[config.mk]
export PLATFORM = sky130hd
export DESIGN_NAME = blit_cmd_validator
export DESIGN_NICKNAME = d
export VERILOG_FILES = /design/src/rtl/blit_val_pkg.sv /design/src/rtl/blit_val_decode.sv /design/src/rtl/blit_val_desc_bank.sv /design/src/rtl/blit_val_bounds.sv /design/src/rtl/blit_cmd_validator.sv
export SDC_FILE = /design/constraint.sdc
export NUM_CORES = 2
export LEC_CHECK = 0
export ABC_AREA = 1
export CAP_MARGIN = 30
export CORE_UTILIZATION = 53
export CTS_BUF_LIST = sky130_fd_sc_hd__clkbuf_8
export DETAILED_ROUTE_END_ITERATION = 10
export GPL_TIMING_DRIVEN = 0
export HOLD_SLACK_MARGIN = 0.02
export PLACE_DENSITY = 0.75
export SLEW_MARGIN = 20
export SYNTH_ARGS = -nofsm -noshare
export SYNTH_HDL_FRONTEND = slang
export SYNTH_HIERARCHICAL = 1
export SYNTH_SLANG_ARGS = --single-unit
[constraint.sdc]
create_clock -name clk -period 7.9 [get_ports clk]
set_clock_uncertainty 0.05 [all_clocks]
set_input_delay 0.79 -clock clk [delete_from_list [all_inputs] [get_ports clk]]
set_output_delay 0.79 -clock clk [all_outputs]
set_load 0.1 [all_outputs]
[src/rtl/blit_val_pkg.sv]
package blit_val_pkg;

    localparam int CMD_W   = 32;
    localparam int OFF_W   = 12;
    localparam int COORD_W = 13;
    localparam int FMT_W   = 4;

    localparam logic [OFF_W-1:0] WIN_LO   = 12'h104;
    localparam logic [OFF_W-1:0] WIN_HI   = 12'h880;
    localparam logic [3:0]       GRP_SRC  = 4'h3;
    localparam logic [3:0]       GRP_DST  = 4'h4;
    localparam logic [7:0]       SUB_BASE = 8'h04;
    localparam logic [7:0]       SUB_PTCH = 8'h08;
    localparam logic [7:0]       SUB_MODE = 8'h0C;
    localparam logic [7:0]       SUB_LT   = 8'h10;
    localparam logic [7:0]       SUB_RB   = 8'h14;
    localparam logic [7:0]       SUB_PL2  = 8'h18;
    localparam logic [OFF_W-1:0] OFF_PATT = 12'h500;
    localparam logic [OFF_W-1:0] OFF_MASK = 12'h520;

    typedef enum logic [2:0] {
        ERR_NONE    = 3'd0,
        ERR_WINDOW  = 3'd1,
        ERR_WIDTH   = 3'd2,
        ERR_HEIGHT  = 3'd3,
        ERR_OVERRUN = 3'd4
    } err_e;

    typedef enum logic [2:0] {
        RC_OTHER,
        RC_PITCH,
        RC_MODE,
        RC_LT,
        RC_RB,
        RC_BASE_CHK,
        RC_BASE_FREE
    } reg_cls_e;

    typedef struct packed {
        logic [CMD_W-1:0]   pitch;
        logic [FMT_W-1:0]   fmt;
        logic [COORD_W-1:0] lx;
        logic [COORD_W-1:0] ty;
        logic [COORD_W-1:0] rx;
        logic [COORD_W-1:0] by;
    } desc_t;

    function automatic logic [2:0] fmt_bytes(input logic [FMT_W-1:0] f);
        if (f <= 4'd1)      return 3'd4;
        else if (f <= 4'd6) return 3'd2;
        else if (f == 4'd7) return 3'd3;
        else                return 3'd1;
    endfunction

endpackage

[src/rtl/blit_val_decode.sv]
module blit_val_decode
    import blit_val_pkg::*;
(
    input  logic [OFF_W-1:0] off,
    output logic             in_win,
    output reg_cls_e         cls,
    output logic             is_dst
);
    logic grp_src, grp_dst;

    always_comb begin
        in_win  = (off >= WIN_LO) && (off <= WIN_HI);
        grp_src = (off[11:8] == GRP_SRC);
        grp_dst = (off[11:8] == GRP_DST);
        is_dst  = grp_dst;
        cls     = RC_OTHER;
        if (grp_src || grp_dst) begin
            case (off[7:0])
                SUB_BASE: cls = RC_BASE_CHK;
                SUB_PTCH: cls = RC_PITCH;
                SUB_MODE: cls = RC_MODE;
                SUB_LT:   cls = RC_LT;
                SUB_RB:   cls = RC_RB;
                SUB_PL2:  cls = RC_BASE_FREE;
                default:  cls = RC_OTHER;
            endcase
        end else if (off == OFF_PATT || off == OFF_MASK) begin
            cls = RC_BASE_FREE;
        end
    end
endmodule

[src/rtl/blit_val_desc_bank.sv]
module blit_val_desc_bank
    import blit_val_pkg::*;
#(
    parameter int NBUF = 2,
    localparam int SELW = (NBUF > 1) ? $clog2(NBUF) : 1
)(
    input  logic                 clk,
    input  logic                 rst_n,
    input  logic                 we,
    input  logic [SELW-1:0]      sel,
    input  reg_cls_e             cls,
    input  logic [CMD_W-1:0]     value,
    output desc_t [NBUF-1:0]     descs
);
    for (genvar g = 0; g < NBUF; g++) begin : g_buf
        always_ff @(posedge clk or negedge rst_n) begin
            if (!rst_n) begin
                descs[g] <= '0;
            end else if (we && sel == SELW'(g)) begin
                case (cls)
                    RC_PITCH: descs[g].pitch <= value;
                    RC_MODE:  descs[g].fmt   <= value[FMT_W-1:0];
                    RC_LT: begin
                        descs[g].lx <= value[COORD_W-1:0];
                        descs[g].ty <= value[16+COORD_W-1:16];
                    end
                    RC_RB: begin
                        descs[g].rx <= value[COORD_W-1:0];
                        descs[g].by <= value[16+COORD_W-1:16];
                    end
                    default: ;
                endcase
            end
        end
    end
endmodule

[src/rtl/blit_val_bounds.sv]
module blit_val_bounds
    import blit_val_pkg::*;
#(
    parameter int LEN_MAX = 8000,
    parameter int SIZE_W  = 32,
    parameter int ACC_W   = 48
)(
    input  desc_t             d,
    input  logic [SIZE_W-1:0] size,
    output err_e              code
);
    localparam int SDW = COORD_W + 1;

    logic signed [SDW-1:0] width, height;
    logic [ACC_W-1:0]      last_byte;
    logic [2:0]            bpp;

    always_comb begin
        width     = $signed({1'b0, d.rx}) - $signed({1'b0, d.lx});
        height    = $signed({1'b0, d.by}) - $signed({1'b0, d.ty});
        bpp       = fmt_bytes(d.fmt);
        last_byte = (ACC_W'(d.by) - ACC_W'(1)) * ACC_W'(d.pitch)
                  + ACC_W'(d.rx) * ACC_W'(bpp) - ACC_W'(1);
        if (int'(width) < 1 || int'(width) > LEN_MAX)
            code = ERR_WIDTH;
        else if (int'(height) < 1 || int'(height) > LEN_MAX)
            code = ERR_HEIGHT;
        else if (last_byte >= ACC_W'(size))
            code = ERR_OVERRUN;
        else
            code = ERR_NONE;
    end
endmodule

[src/rtl/blit_cmd_validator.sv]
module blit_cmd_validator
    import blit_val_pkg::*;
#(
    parameter int LEN_MAX = 8000,
    parameter int SIZE_W  = 32,
    parameter int ACC_W   = 48
)(
    input  logic              clk,
    input  logic              rst_n,
    input  logic              cmd_valid,
    output logic              cmd_ready,
    input  logic [CMD_W-1:0]  cmd_offset,
    input  logic [CMD_W-1:0]  cmd_value,
    input  logic [SIZE_W-1:0] src_size,
    input  logic [SIZE_W-1:0] dst_size,
    output logic              res_valid,
    output logic              res_pass,
    output logic              res_fail,
    output logic [2:0]        err_code,
    output logic [CMD_W-1:0]  out_word,
    output logic              out_user
);
    localparam int NBUF = 2;

    typedef enum logic [2:0] {
        S_IDLE, S_DECODE, S_CHECK, S_PASS, S_FAIL, S_LOCK
    } state_e;

    state_e           st, nxt;
    err_e             code_nxt, err_q, bnd_code;
    logic [CMD_W-1:0] word_q, value_q;
    logic             user_q, sel_q;
    logic             in_win, dec_dst, desc_we;
    reg_cls_e         cls;
    desc_t [NBUF-1:0] descs;
    desc_t            chk_desc;
    logic [SIZE_W-1:0] chk_size;

    blit_val_decode u_decode (
        .off    (word_q[OFF_W-1:0]),
        .in_win (in_win),
        .cls    (cls),
        .is_dst (dec_dst)
    );

    assign desc_we = (st == S_DECODE) && in_win &&
                     (cls == RC_PITCH || cls == RC_MODE || cls == RC_LT || cls == RC_RB);

    blit_val_desc_bank #(.NBUF(NBUF)) u_bank (
        .clk   (clk),
        .rst_n (rst_n),
        .we    (desc_we),
        .sel   (dec_dst),
        .cls   (cls),
        .value (value_q),
        .descs (descs)
    );

    assign chk_desc = descs[sel_q];
    assign chk_size = sel_q ? dst_size : src_size;

    blit_val_bounds #(.LEN_MAX(LEN_MAX), .SIZE_W(SIZE_W), .ACC_W(ACC_W)) u_bounds (
        .d    (chk_desc),
        .size (chk_size),
        .code (bnd_code)
    );

    // next-state logic
    always_comb begin
        nxt      = st;
        code_nxt = ERR_NONE;
        unique case (st)
            S_IDLE:   if (cmd_valid) nxt = S_DECODE;
            S_DECODE: begin
                if (!in_win) begin
                    nxt      = S_FAIL;
                    code_nxt = ERR_WINDOW;
                end else if (cls == RC_BASE_CHK) begin
                    nxt = S_CHECK;
                end else begin
                    nxt = S_PASS;
                end
            end
            S_CHECK: begin
                if (bnd_code != ERR_NONE) begin
                    nxt      = S_FAIL;
                    code_nxt = bnd_code;
                end else begin
                    nxt = S_PASS;
                end
            end
            S_PASS:   nxt = S_IDLE;
            S_FAIL:   nxt = S_LOCK;
            S_LOCK:   nxt = S_LOCK;
            default:  nxt = S_IDLE;
        endcase
    end

    // state register
    always_ff @(posedge clk or negedge rst_n) begin
        if (!rst_n) st <= S_IDLE;
        else        st <= nxt;
    end

    // captured command and latched error
    always_ff @(posedge clk or negedge rst_n) begin
        if (!rst_n) begin
            word_q  <= '0;
            value_q <= '0;
            user_q  <= 1'b0;
            sel_q   <= 1'b0;
            err_q   <= ERR_NONE;
        end else begin
            if (st == S_IDLE && cmd_valid) begin
                word_q  <= cmd_offset;
                value_q <= cmd_value;
            end
            if (st == S_DECODE) begin
                user_q <= in_win && word_q[CMD_W-1] &&
                          (cls == RC_BASE_CHK || cls == RC_BASE_FREE);
                sel_q  <= dec_dst;
            end
            if (nxt == S_FAIL && st != S_FAIL)
                err_q <= code_nxt;
        end
    end

    // outputs
    always_comb begin
        cmd_ready = 1'b0;
        res_valid = 1'b0;
        res_pass  = 1'b0;
        res_fail  = 1'b0;
        unique case (st)
            S_IDLE: cmd_ready = 1'b1;
            S_PASS: begin
                res_valid = 1'b1;
                res_pass  = 1'b1;
            end
            S_FAIL: begin
                res_valid = 1'b1;
                res_fail  = 1'b1;
            end
            default: ;
        endcase
        err_code = err_q;
        out_user = user_q;
        out_word = user_q ? {1'b0, word_q[CMD_W-2:0]} : word_q;
    end

    p_err_hold_r9: assert property (@(posedge clk) disable iff (!rst_n)
        (err_code != 3'd0) |=> $stable(err_code));
    p_lock_ready_r9: assert property (@(posedge clk) disable iff (!rst_n)
        (err_code != 3'd0) |-> !cmd_ready);
    p_fail_code_r9: assert property (@(posedge clk) disable iff (!rst_n)
        res_fail |-> (err_code != 3'd0));
    p_single_resp_r10: assert property (@(posedge clk) disable iff (!rst_n)
        res_valid |=> !res_valid);
    p_verdict_excl_r10: assert property (@(posedge clk) disable iff (!rst_n)
        res_valid |-> (res_pass != res_fail));
    p_busy_after_accept_r10: assert property (@(posedge clk) disable iff (!rst_n)
        (cmd_valid && cmd_ready) |=> !cmd_ready);
    p_flag_strip_r2: assert property (@(posedge clk) disable iff (!rst_n)
        (res_valid && out_user) |-> !out_word[CMD_W-1]);
    p_pass_clean_r7: assert property (@(posedge clk) disable iff (!rst_n)
        res_pass |-> (err_code == 3'd0));

endmodule

==> metrics.md <==
| Metric | Value |
|---|---|
| Status | finished, violations left |
| Failing checks | setup timing |
| Initial antenna violation count | 0 |
| Hold WC Path Type | in -> async |
| Final-report hold violation count | 0 |
| First-iteration detailed-routing DRC count | 1934 |
| CP delay by family, top | adder cells |
| Fmax | 111.2 MHz |
| Leakage | 20.45 nW |
| Final hold slack | approximately 0.14 ns |
| Post-CTS Hold Buffers | 0 |
| Final setup violation count | 6 |
| Crit path kind | reg -> reg |
| Starting Density | 53.49% |
| Final ANT Viol Nets | 0 |
| Buf+Inv Stages, Crit Path | 10 |
| #FFs+latches synth | 248 |
| Crit-path slowest cell | fa_1 |
| Die ar. | roughly 63000 um2 |
| Worst r2r src | sel_q$_DFFE_PN0N_ |
| Fin crit share | 113.8% |
| Slew Limit Fails | 0 |
| Dpl hpwl | 75740 um |
| Combinational share of power | 80.4% |
| Die Width | 251.3 um |
| Syn. warnings | 6 |
| Post-Place Cells | 5302 |
| Max clock buf depth | 3 |
| Crit path max fanout | 6 |
| P_sw | roughly 0.008 W |
| Critical path endpoint | err_code[2]$_DFFE_PN0P_ |
| Worst skew pair latency | 0.57 ns |
| Most frequent cells in the layout | nand2_1 (1271), inv_1 (867), fa_1 (395) |
| Maximum vdd drop | 511.2 uV |
| Cells after synthesis | 4293 |
| Vias in the first global route | around 28000 |
| Commonest non-fill, non-tap cell in the layout | nand2_1 |
| Critical Path Start | sel_q$_DFFE_PN0N_ |
| RSZ-0062 raised after global routing | true |
| Total Routing Usage GR | between 20% and 30% |
| Num ports | 171 |
| CTS tree | done |
| Number of synthesized flops with an enable pin | 0 |
| Top_reg_cell synth | dfrtp_1 |
| Distinct cells, synth | 52 |
| Worst path required time | 8.35 ns |
| Sw frac | 56.48% |
| CTS Sinks | 248 |
| Register Area | 6206 um2 |
| Synthesized Nets | 5066 |
| Stages on worst setup path | 52 |
| WL final | 93200 um |
| First-pass GRT wire length | 148900 um |
| Worst slew margin | about 30% |
| Nets | 5332 |
| Non-filler instance count after layout | 5420 |
| Worst Slack Setup Final | -1.090 ns |
| Post-layout minimum cycle time | 8.990 ns |
| Clk slew on worst S/H paths | 0.06 ns |
| Gpl congestion | 0.9589 |
| Clk pwr share | 7.7% |
| Layout area overhead | 16.02% |
| TNS Setup | -6.493 ns |
| Cell-internal power | ~0.0063 W |
| Worst slew pin tran | 1.046 ns |
| Layout cells sized above 1 | 14.82% |
| Seq pwr share | a little under an eighth |
| Htree depth | 2 |
| FF-to-FF setup slack | -1.09 ns |
| Num CTS Buffers | 41 |
| FF-to-FF End | err_code[2]$_DFFE_PN0P_ |
| CTS Root Cell | clkbuf_8 |
| Row count | 91 |
| GR Overflow Total | 0 |
| CP max stage delay | 0.54 ns |
| Die Ht | 251.3 um |
| Max Cap Viol | 0 |
| Most frequent CP cell | nand2_2 |
| DR DRC count | 0 |
| PortBufs | 170 |
| Vias | 28200 |
| Initial DRT Pass Iterations | 5 |
| Share of async-settable or async-resettable flops after synthesis | between 90% and 100% |
| # fillers | approximately 5400 |
| Largest net degree at the start of global routing | 100 |
| Synthesized cell area | ~33000 um2 |
| Core Region | 61600 um2 |
| Footprint of the multi-input gates | 23270 um2 |
| Avg Cell Area, Syn | 7.674 um2 |
| Placed Area | 36140 um2 |
| CP Launch Type | register |
| Critical Path AT | around 9.4 ns |
| Share of the yosys chip area belonging to registers | a little under a fifth |
| CP Capture Type | register |
| Routed WL per cell | 17.20 um |
| Pwr Density | approximately 380 nW/um2 |
| Cell area after layout | 38220 um2 |
| Via density | 5.203 |
| R2R cell count | 52 |
registers in the layout (all words and copies together) (netlist names):
name and count:
value_q 32, u_bank/descs 176, word_q 32, out_user 1
sel_q 1, st 3, err_code 3
stage by stage:
stage | total power (W) | util (%) | setup WS [ns]
2_1_floorplan | 0.009579 | - | -0.008372
6_report | 0.01447 | 62.05 | -1.090
4_1_cts | 0.01364 | 61.38 | -0.9733
5_1_grt | 0.01579 | 62.05 | -1.502
3_5_place_dp | 0.01195 | 58.67 | -1.900
3_3_place_gp | 0.01183 | 58.57 | -4.605
cell usage after synthesis, types with 21 or more instances:
cell | count | area [um2]
mux2_2 | 120 | 1351
inv_1 | 874 | 3281
nor2_2 | 25 | 156.4
a21oi_1 | 88 | 440.4
buf_2 | 42 | 210.2
inv_2 | 23 | 86.33
nand2_1 | 1307 | 4906
xnor2_1 | 21 | 183.9
clkbuf_1 | 74 | 277.8
o21ai_2 | 55 | 481.7
nand3_1 | 176 | 880.8
nor2_1 | 244 | 915.9
fa_1 | 400 | 8008
ha_1 | 242 | 3028
buf_4 | 42 | 315.3
dfrtp_1 | 248 | 6206
nand4_1 | 73 | 456.7
xor2_1 | 35 | 306.5
nand2_2 | 27 | 168.9
o21ai_0 | 27 | 135.1
layer usage:
| metal | track usage (%) | share of wire (%) | wire (um) | vias to the layer above |
|---|---|---|---|---|
| li1 | - | - | - | 13390 |
| met1 | 39.42 | 42 | 39060 | 13450 |
| met2 | 48.17 | 45 | 42010 | 1129 |
| met3 | 5.705 | 8.2 | 7662 | 228 |
| met4 | 12.53 | 4.8 | 4461 | 0 |
| met5 | 0 | 0 | 0 | - |
cell type report:
| type | count | area share [%] |
|---|---|---|
| flip-flops and latches | 248 | 16.24 |
| inverters | 900 | 8.897 |
| multi-input cells | 2958 | 60.88 |
| clock buffers | 52 | 1.872 |
| repair buffers | 225 | 5.800 |
| diodes | 1 | 0.006547 |
| clock inverters | 14 | 0.2193 |
| well taps | 837 | 2.740 |
| plain buffers | 185 | 3.345 |
repair_timing:
action / in CTS / in global routing
pin swaps: 56 / 66
gates cloned: 0 / 0
buffers inserted: 34 / 19
resized for setup: 132 / 64
setup endpoints to repair: 6 / 6
power by group through the flow:
stage / logic, W / clock network (W) / registers, W
2_1_floorplan: 0.00794 / 0 / 0.00164
3_3_place_gp: 0.0101 / 0 / 0.00173
3_5_place_dp: 0.0102 / 0 / 0.00174
4_1_cts: 0.0108 / 0.00113 / 0.00172
5_1_grt: 0.0129 / 0.00119 / 0.00174
6_report: 0.0116 / 0.00112 / 0.00173
worst reg2reg max path: cells and delay by family (launching register included):
family | cells | cell delay, ns
adders and majority gates | 9 | 3.30
and+or+nand+nor | 22 | 2.64
AOI/OAI and AO/OA | 8 | 0.95
buffers and inverters | 10 | 0.85
xor gates and xnor gates | 2 | 0.45
DFF | 1 | 0.42
muxes | 1 | 0.30
kinds of logic after synthesis:
| group | count (synthesis) | synth area share, % |
|---|---|---|
| compound gates | 216 | 4.170 |
| xor+xnor | 56 | 1.489 |
| fa+ha+maj | 642 | 33.50 |
| buf+inv | 1087 | 13.44 |
| flops | 248 | 18.84 |
| mux | 120 | 4.101 |
| other cells | 1 | 0.01138 |
| simple gates | 1923 | 24.45 |
worst min path at each step:
stage | slack [ns] | end | depth (start not counted) | start
2_1_floorplan | 0.39 | u_bank/descs[100]$_DFFE_PN0P_ | 2 | u_bank/descs[100]$_DFFE_PN0P_
3_3_place_gp | 0.40 | u_bank/descs[94]$_DFFE_PN0P_ | 2 | u_bank/descs[94]$_DFFE_PN0P_
3_5_place_dp | 0.40 | u_bank/descs[107]$_DFFE_PN0P_ | 2 | u_bank/descs[107]$_DFFE_PN0P_
4_1_cts | 0.16 | word_q[29]$_DFFE_PN0P_ | 1 | rst_n
5_1_grt | 0.16 | word_q[29]$_DFFE_PN0P_ | 1 | rst_n
6_report | 0.14 | word_q[29]$_DFFE_PN0P_ | 1 | rst_n
No activity file was read; power rests on OpenSTA's default activity.
